File: src/rtl/acd_pkg.sv
package acd_pkg;

    typedef enum logic [1:0] {
        SRC_DIVIDE   = 2'd0,
        SRC_BYPASS   = 2'd1,
        SRC_EXTERNAL = 2'd2
    } src_mode_e;

    localparam int ACD_SIDES = 2;

endpackage

File: src/rtl/acd_prescale.sv
module acd_prescale #(
    parameter int PRE_RATIO = 8
) (
    input  logic clk,
    input  logic rst,
    input  logic ref_rise,
    input  logic cfg_div,
    output logic p_tick
);
    localparam int CW = (PRE_RATIO > 1) ? $clog2(PRE_RATIO) : 1;
    localparam logic [CW-1:0] LAST = CW'(PRE_RATIO - 1);

    logic [CW-1:0] cnt;
    logic          div_act;
    logic          at_last;

    // without the prescaler every rising edge is a terminal count
    assign at_last = !div_act || (cnt == LAST);
    assign p_tick  = ref_rise && at_last;

    always_ff @(posedge clk) begin
        if (rst) begin
            cnt     <= '0;
            div_act <= 1'b0;
        end else if (ref_rise) begin
            if (at_last) begin
                cnt     <= '0;
                div_act <= cfg_div;
            end else begin
                cnt <= cnt + 1'b1;
            end
        end
    end

endmodule

File: src/rtl/acd_modulus.sv
module acd_modulus #(
    parameter int MOD_W = 8
) (
    input  logic             clk,
    input  logic             rst,
    input  logic             p_tick,
    input  logic [MOD_W-1:0] cfg_mod,
    output logic             m_wrap,
    output logic             mclk_div
);
    logic [MOD_W-1:0] cnt;
    logic [MOD_W-1:0] mod_act;

    assign m_wrap = p_tick && (cnt == mod_act);

    // the toggle register is the fixed divide-by-two stage
    always_ff @(posedge clk) begin
        if (rst) begin
            cnt      <= '0;
            mod_act  <= '0;
            mclk_div <= 1'b0;
        end else if (p_tick) begin
            if (m_wrap) begin
                cnt      <= '0;
                mod_act  <= cfg_mod;
                mclk_div <= ~mclk_div;
            end else begin
                cnt <= cnt + 1'b1;
            end
        end
    end

endmodule

File: src/rtl/acd_final.sv
module acd_final
    import acd_pkg::*;
#(
    parameter int FIN_W = 4
) (
    input  logic             clk,
    input  logic             rst,
    input  logic             m_wrap,
    input  logic             mclk_div,
    input  logic             ref_now,
    input  logic             ref_q,
    input  logic             ext_now,
    input  logic             ext_q,
    input  logic [FIN_W-1:0] cfg_fin,
    input  logic             cfg_bypass,
    input  logic             cfg_drive,
    output logic             mclk,
    output logic             bclk,
    output logic             mclk_oe
);
    src_mode_e        state;
    src_mode_e        state_nx;
    src_mode_e        mode_req;
    logic [FIN_W-1:0] fcnt;
    logic [FIN_W-1:0] fin_act;
    logic             src_edge;
    logic             f_wrap;

    // an edge of the selected master clock, one cycle before it shows
    always_comb begin
        unique case (state)
            SRC_DIVIDE:   src_edge = m_wrap;
            SRC_BYPASS:   src_edge = (ref_now != ref_q);
            SRC_EXTERNAL: src_edge = (ext_now != ext_q);
            default:      src_edge = 1'b0;
        endcase
    end

    assign f_wrap = src_edge && (fcnt == fin_act);

    always_comb begin
        if (!cfg_drive) begin
            mode_req = SRC_EXTERNAL;
        end else if (cfg_bypass) begin
            mode_req = SRC_BYPASS;
        end else begin
            mode_req = SRC_DIVIDE;
        end
    end

    assign state_nx = f_wrap ? mode_req : state;

    always_ff @(posedge clk) begin
        if (rst) begin
            state <= SRC_DIVIDE;
        end else begin
            state <= state_nx;
        end
    end

    always_ff @(posedge clk) begin
        if (rst) begin
            fcnt    <= '0;
            fin_act <= '0;
            bclk    <= 1'b0;
        end else if (src_edge) begin
            if (f_wrap) begin
                fcnt    <= '0;
                fin_act <= cfg_fin;
                bclk    <= ~bclk;
            end else begin
                fcnt <= fcnt + 1'b1;
            end
        end
    end

    always_comb begin
        unique case (state)
            SRC_DIVIDE: begin
                mclk    = mclk_div;
                mclk_oe = 1'b1;
            end
            SRC_BYPASS: begin
                mclk    = ref_q;
                mclk_oe = 1'b1;
            end
            SRC_EXTERNAL: begin
                mclk    = ext_q;
                mclk_oe = 1'b0;
            end
            default: begin
                mclk    = 1'b0;
                mclk_oe = 1'b1;
            end
        endcase
    end

endmodule

File: src/rtl/audclk_div_chain.sv
module audclk_div_chain
    import acd_pkg::*;
#(
    parameter int PRE_RATIO = 8,
    parameter int MOD_W     = 8,
    parameter int FIN_W     = 4
) (
    input  logic             clk,
    input  logic             rst,
    input  logic             ref_in,
    input  logic             tx_pre_div8,
    input  logic [MOD_W-1:0] tx_mod_m1,
    input  logic [FIN_W-1:0] tx_fin_m1,
    input  logic             tx_bypass,
    input  logic             tx_drive,
    input  logic             tx_ext_mclk,
    input  logic             rx_pre_div8,
    input  logic [MOD_W-1:0] rx_mod_m1,
    input  logic [FIN_W-1:0] rx_fin_m1,
    input  logic             rx_bypass,
    input  logic             rx_drive,
    input  logic             rx_ext_mclk,
    output logic             tx_mclk,
    output logic             tx_bclk,
    output logic             tx_mclk_oe,
    output logic             rx_mclk,
    output logic             rx_bclk,
    output logic             rx_mclk_oe
);
    localparam int NS = ACD_SIDES;

    logic                 ref_q;
    logic                 ref_rise;
    logic [NS-1:0]        pre_v;
    logic [NS-1:0]        byp_v;
    logic [NS-1:0]        drv_v;
    logic [NS-1:0]        ext_v;
    logic [NS-1:0]        mclk_v;
    logic [NS-1:0]        bclk_v;
    logic [NS-1:0]        oe_v;
    logic [MOD_W-1:0]     mod_v [NS];
    logic [FIN_W-1:0]     fin_v [NS];

    // index 0 is transmit, index 1 is receive
    assign pre_v    = {rx_pre_div8, tx_pre_div8};
    assign byp_v    = {rx_bypass, tx_bypass};
    assign drv_v    = {rx_drive, tx_drive};
    assign ext_v    = {rx_ext_mclk, tx_ext_mclk};
    assign mod_v[0] = tx_mod_m1;
    assign mod_v[1] = rx_mod_m1;
    assign fin_v[0] = tx_fin_m1;
    assign fin_v[1] = rx_fin_m1;

    always_ff @(posedge clk) begin
        if (rst) begin
            ref_q <= 1'b0;
        end else begin
            ref_q <= ref_in;
        end
    end

    assign ref_rise = ref_in && !ref_q;

    for (genvar s = 0; s < NS; s++) begin : g_side
        logic ext_q;
        logic p_tick;
        logic m_wrap;
        logic mclk_div;

        always_ff @(posedge clk) begin
            if (rst) begin
                ext_q <= 1'b0;
            end else begin
                ext_q <= ext_v[s];
            end
        end

        acd_prescale #(
            .PRE_RATIO (PRE_RATIO)
        ) u_pre (
            .clk      (clk),
            .rst      (rst),
            .ref_rise (ref_rise),
            .cfg_div  (pre_v[s]),
            .p_tick   (p_tick)
        );

        acd_modulus #(
            .MOD_W (MOD_W)
        ) u_mod (
            .clk      (clk),
            .rst      (rst),
            .p_tick   (p_tick),
            .cfg_mod  (mod_v[s]),
            .m_wrap   (m_wrap),
            .mclk_div (mclk_div)
        );

        acd_final #(
            .FIN_W (FIN_W)
        ) u_fin (
            .clk        (clk),
            .rst        (rst),
            .m_wrap     (m_wrap),
            .mclk_div   (mclk_div),
            .ref_now    (ref_in),
            .ref_q      (ref_q),
            .ext_now    (ext_v[s]),
            .ext_q      (ext_q),
            .cfg_fin    (fin_v[s]),
            .cfg_bypass (byp_v[s]),
            .cfg_drive  (drv_v[s]),
            .mclk       (mclk_v[s]),
            .bclk       (bclk_v[s]),
            .mclk_oe    (oe_v[s])
        );
    end

    assign tx_mclk    = mclk_v[0];
    assign tx_bclk    = bclk_v[0];
    assign tx_mclk_oe = oe_v[0];
    assign rx_mclk    = mclk_v[1];
    assign rx_bclk    = bclk_v[1];
    assign rx_mclk_oe = oe_v[1];

endmodule

File: config.mk
export PLATFORM = sky130hd
export DESIGN_NAME = audclk_div_chain
export DESIGN_NICKNAME = d
export VERILOG_FILES = /design/src/rtl/acd_pkg.sv /design/src/rtl/acd_prescale.sv /design/src/rtl/acd_modulus.sv /design/src/rtl/acd_final.sv /design/src/rtl/audclk_div_chain.sv
export SDC_FILE = /design/constraint.sdc
export NUM_CORES = 1
export LEC_CHECK = 0
export BUFFER_PORTS_ARGS = -buffer_cell sky130_fd_sc_hd__buf_2
export CORE_UTILIZATION = 60
export CTS_BUF_LIST = sky130_fd_sc_hd__clkbuf_4
export DETAILED_ROUTE_END_ITERATION = 10
export PLACE_DENSITY = 0.9
export SLEW_MARGIN = 25
export SYNTH_ARGS = -nofsm -noshare
export SYNTH_HDL_FRONTEND = slang
export SYNTH_HIERARCHICAL = 1
export SYNTH_SLANG_ARGS = --single-unit
File: constraint.sdc
create_clock -name clk -period 4 [get_ports clk]
set_clock_uncertainty 0.2 [all_clocks]
set_input_delay 0.4 -clock clk [delete_from_list [all_inputs] [get_ports clk]]
set_output_delay 0.4 -clock clk [all_outputs]
set_load 0.05 [all_outputs]
==> metrics.txt <==
# TYPE chip_impl_metric gauge
chip_impl_metric{name="first_iter_violations",unit=""} 161
chip_impl_metric{name="synth_top_area_share",unit="%"} 38.0
chip_impl_info{name="timing.critical_path.to_type",value="register"} 1
chip_impl_metric{name="drt-pass1-iter-count",unit=""} 4
chip_impl_metric{name="synth_cells",unit=""} 391
chip_impl_metric{name="drv.max_cap_violation_count",unit=""} 0
chip_impl_info{name="synth.largest_area_cell",value="sky130_fd_sc_hd__dfxtp_1"} 1
chip_impl_metric{name="power-per-cell-area",unit="nW/um2"} 482
chip_impl_metric{name="synth_edf_count",unit=""} 0
chip_impl_metric{name="die_x",unit="um"} 78.7
chip_impl_metric{name="postSynthRegisterBits",unit=""} 67
chip_impl_metric{name="numClockSinks",unit=""} 67
chip_impl_metric{name="highest_fanout_seen_on_the_critical_path",unit=""} 14
chip_impl_metric{name="gr-usage-all-layers",unit="%"} 23.6
chip_impl_metric{name="synth_async_sr_flop_share",unit="%"} 0
chip_impl_metric{name="std_cell_rows",unit=""} 27
chip_impl_metric{name="placement.io_buffers",unit=""} 40
chip_impl_metric{name="final-max-slew-violation-count",unit=""} 0
chip_impl_metric{name="grt_pass1_wl",unit="um"} 11500
chip_impl_info{name="worst_setup_path_start_kind",value="register"} 1
chip_impl_metric{name="antenna_cells",unit=""} 0
chip_impl_metric{name="h-tree-depth",unit=""} 3
chip_impl_info{name="worst-setup-path-type",value="reg2reg"} 1
chip_impl_metric{name="netlist-cell-type-count",unit=""} 42
chip_impl_info{name="timing.critical_path.max_delay_family",value="compound AO/OA/AOI/OAI gates"} 1
chip_impl_metric{name="synth_seq_area_share",unit="%"} 38.0
chip_impl_metric{name="n_fill_cell",unit=""} 434
chip_impl_metric{name="post_route_cells_drive_above_1_share",unit="%"} 17.1
chip_impl_metric{name="die_h",unit="um"} 78.7
chip_impl_metric{name="grt_max_degree",unit=""} 62
chip_impl_metric{name="synthesis.area_per_instance",unit="um2"} 9.02
chip_impl_info{name="synthTopCellsByCount",value="67 x sky130_fd_sc_hd__dfxtp_1, 32 x sky130_fd_sc_hd__xnor2_1, 30 x sky130_fd_sc_hd__a21oi_1, 30 x sky130_fd_sc_hd__nand2b_1, 24 x sky130_fd_sc_hd__nand4_1"} 1
chip_impl_metric{name="initial_utilization",unit="%"} 63.3
chip_impl_metric{name="timing.critical_path.buf_inv",unit=""} 3
chip_impl_info{name="post-synth-top-count-cell",value="sky130_fd_sc_hd__dfxtp_1"} 1
chip_impl_metric{name="synth_fp_nets",unit=""} 434
chip_impl_metric{name="drtAntennaViolNets",unit=""} 0
chip_impl_metric{name="post_layout_minimum_cycle_time",unit="ns"} 3.19
chip_impl_metric{name="mappedNetlistArea",unit="um2"} 3530
chip_impl_info{name="setup_repair_after_global_routing_missed_its_margin",value="false"} 1
chip_impl_metric{name="setup_tns_final",unit="ns"} 0
chip_impl_info{name="ys.flop_type",value="sky130_fd_sc_hd__dfxtp_1"} 1
chip_impl_metric{name="timing.fmax",unit="MHz"} 314
chip_impl_metric{name="vdd_drop_max",unit="uV"} 262
chip_impl_metric{name="nNetsFinal",unit=""} 470
chip_impl_metric{name="finalWorstSetupSlack",unit="ns"} 0.814
chip_impl_metric{name="grt_antenna_before_repair",unit=""} 0
chip_impl_metric{name="slew_headroom",unit="%"} 35.8
chip_impl_metric{name="hold_viol",unit=""} 0
chip_impl_metric{name="clock_latency",unit="ns"} 0.41
chip_impl_metric{name="avgRoutedWirePerCell",unit="um"} 13.7
chip_impl_metric{name="design.core.area",unit="um2"} 5570
chip_impl_metric{name="die_area",unit="um2"} 6190
chip_impl_metric{name="yosysWarningCount",unit=""} 6
chip_impl_metric{name="max-clock-path-buffers",unit=""} 2
chip_impl_metric{name="crit_required",unit="ns"} 4.14
chip_impl_info{name="clock_tree_from_tritoncts",value="yes"} 1
chip_impl_metric{name="clkSlewWorstSetupHoldPaths",unit="ns"} 0.11
chip_impl_metric{name="first_global_vias",unit=""} 2669
chip_impl_metric{name="worstPathArrival",unit="ns"} 3.32
chip_impl_info{name="critPathSlowestCell",value="sky130_fd_sc_hd__a21oi_2"} 1
chip_impl_metric{name="grt_remaining_overflow",unit=""} 0
chip_impl_metric{name="area_delta_synth_final",unit="%"} 9.72
chip_impl_metric{name="dpl_ws",unit="ns"} 0.762
chip_impl_info{name="hold_path.class",value="in2reg"} 1
chip_impl_metric{name="leakage",unit="nW"} 1.35
chip_impl_metric{name="drc",unit=""} 0
chip_impl_info{name="list_of_cells_traversed_by_the_critical_path",value="ha_1 > ha_1 > inv_1 > a21boi_0 > buf_4 > nand2_1 > nor3_1 > o21bai_1 > a21o_2 > a21oi_2 > buf_4 > mux2i_1"} 1
chip_impl_metric{name="gp_routability_congestion",unit=""} 0.808
chip_impl_info{name="status",value="finished clean"} 1
chip_impl_metric{name="setup_viol",unit=""} 0
chip_impl_metric{name="vias",unit=""} 2913
chip_impl_info{name="ys_top_cells_by_area",value="sky130_fd_sc_hd__dfxtp_1 38%, sky130_fd_sc_hd__xnor2_1 7.9%, sky130_fd_sc_hd__nand2b_1 5.3%, sky130_fd_sc_hd__a21oi_1 4.3%, sky130_fd_sc_hd__nand4_1 4.3%"} 1
chip_impl_metric{name="min_period_over_period",unit="%"} 79.7
chip_impl_metric{name="dp.final_hpwl",unit="um"} 4840
chip_impl_metric{name="worstMarginPinSlew",unit="ns"} 0.963
chip_impl_metric{name="pin_count",unit=""} 41
chip_impl_metric{name="drt_wl_total",unit="um"} 6930
chip_impl_info{name="clock-root-buffer",value="sky130_fd_sc_hd__clkbuf_4"} 1
chip_impl_metric{name="detail_route.vias_per_cell",unit=""} 5.78
chip_impl_metric{name="timing.critical_path.slowest_cell_delay",unit="ns"} 0.39
chip_impl_metric{name="cts_made_buffers",unit=""} 9
cells in the final DEF (no fill, tap or decap), types with 4 or more instances in the layout:
master / count
sky130_fd_sc_hd__o21ai_0: 4
sky130_fd_sc_hd__buf_2: 40
sky130_fd_sc_hd__xor2_1: 8
sky130_fd_sc_hd__nand2b_1: 30
sky130_fd_sc_hd__nor2b_1: 9
sky130_fd_sc_hd__xnor2_1: 32
sky130_fd_sc_hd__clkbuf_4: 9
sky130_fd_sc_hd__nand2_1: 14
sky130_fd_sc_hd__clkinv_1: 4
sky130_fd_sc_hd__ha_1: 8
sky130_fd_sc_hd__dfxtp_1: 67
sky130_fd_sc_hd__nor2_1: 10
sky130_fd_sc_hd__nand4_1: 24
sky130_fd_sc_hd__a211oi_1: 4
sky130_fd_sc_hd__and3_1: 4
sky130_fd_sc_hd__buf_4: 7
sky130_fd_sc_hd__and2_1: 4
sky130_fd_sc_hd__o31ai_1: 18
sky130_fd_sc_hd__a21o_1: 4
sky130_fd_sc_hd__o311ai_0: 4
sky130_fd_sc_hd__inv_1: 8
sky130_fd_sc_hd__nor3_1: 20
sky130_fd_sc_hd__a21oi_2: 4
sky130_fd_sc_hd__mux2_2: 4
sky130_fd_sc_hd__nand3_1: 14
sky130_fd_sc_hd__mux2i_1: 12
sky130_fd_sc_hd__a21oi_1: 30
sky130_fd_sc_hd__nand4b_1: 4
power breakdown:
part	internal, mW	switching, mW
registers	0.752	0.0876
logic	0.269	0.408
clock network	0.118	0.232
layer usage:
layer / vias up / global-route usage [%] / part of all wire (%)
li1: 1491 / - / -
met1: 1352 / 28.0 / 45
met2: 63 / 39.7 / 50
met3: 7 / 8.02 / 4.6
met4: 0 / 7.96 / 0.82
met5: - / 0 / 0
registers in the layout, indices dropped and copies added, names as in the netlist:
name                   flops
g_side.u_fin/fcnt          8
g_side.u_mod/cnt          16
g_side.u_pre/cnt           6
g_side.u_fin/state         4
g_side.u_fin/fin_act       8
g_side.u_pre/div_act       2
g_side.u_mod/mod_act      16
ref_q                      1
g_side.u_mod/mclk_div      2
g_side.u_fin/bclk          2
g_side.ext_q               2
cell type report:
type / instances / area, um2 / area share, %
Sequential cell: 67 / 1340 / 34.6
Clock buffer: 9 / 67.6 / 1.75
Multi-Input combinational cell: 292 / 2030 / 52.6
Inverter: 8 / 30.0 / 0.776
Timing Repair Buffer: 49 / 273 / 7.05
Clock inverter: 7 / 35.0 / 0.905
Tap cell: 72 / 90.1 / 2.33
final timing paths:
check	start	endpoint	slack, ns	cells past startpoint
max reg2reg	g_side[1].u_pre/cnt[0]$_SDFFE_PP0P_	g_side[1].u_fin/fin_act[1]$_SDFFE_PP0P_	0.81	12
max	g_side[1].u_pre/cnt[0]$_SDFFE_PP0P_	g_side[1].u_fin/fin_act[1]$_SDFFE_PP0P_	0.81	12
min reg2reg	g_side[1].u_pre/cnt[1]$_SDFFE_PP0P_	g_side[1].u_pre/cnt[1]$_SDFFE_PP0P_	0.29	2
min	rx_mod_m1[7]	g_side[1].u_mod/mod_act[7]$_SDFFE_PP0P_	0.03	3
worst min-delay path, stage by stage:
cell and delay [ns]:
sky130_fd_sc_hd__buf_2 0.10, sky130_fd_sc_hd__nand4_1 0.06, sky130_fd_sc_hd__a21oi_1 0.06
metrics by stage:
step	instance area (um2)	power, mW	hold WS, ns	util, %	cells
after floorplan	3530	1.41	0.248	-	391
after global placement	3750	1.49	0.265	67.3	486
after detailed placement	3750	1.52	0.269	67.3	486
after CTS	3850	1.88	0.00515	69.1	502
after global routing	3870	1.99	0.00271	69.5	504
final	3870	1.87	0.0302	69.5	504
cells by family after synthesis:
family | share of synthesized area [%]
compound gates | 16.5
fa+ha+maj | 2.84
flops | 38.0
buf+inv | 4.33
xor+xnor | 9.93
simple gates | 23.7
mux | 4.68
what timing repair did:
item,4_1_cts,5_1_grt
endpoints found under the hold margin,0,2
setup buffers,0,0
resized for setup,0,0
hold buffers,0,2
Note: power is estimated with default switching activity, not from simulation.
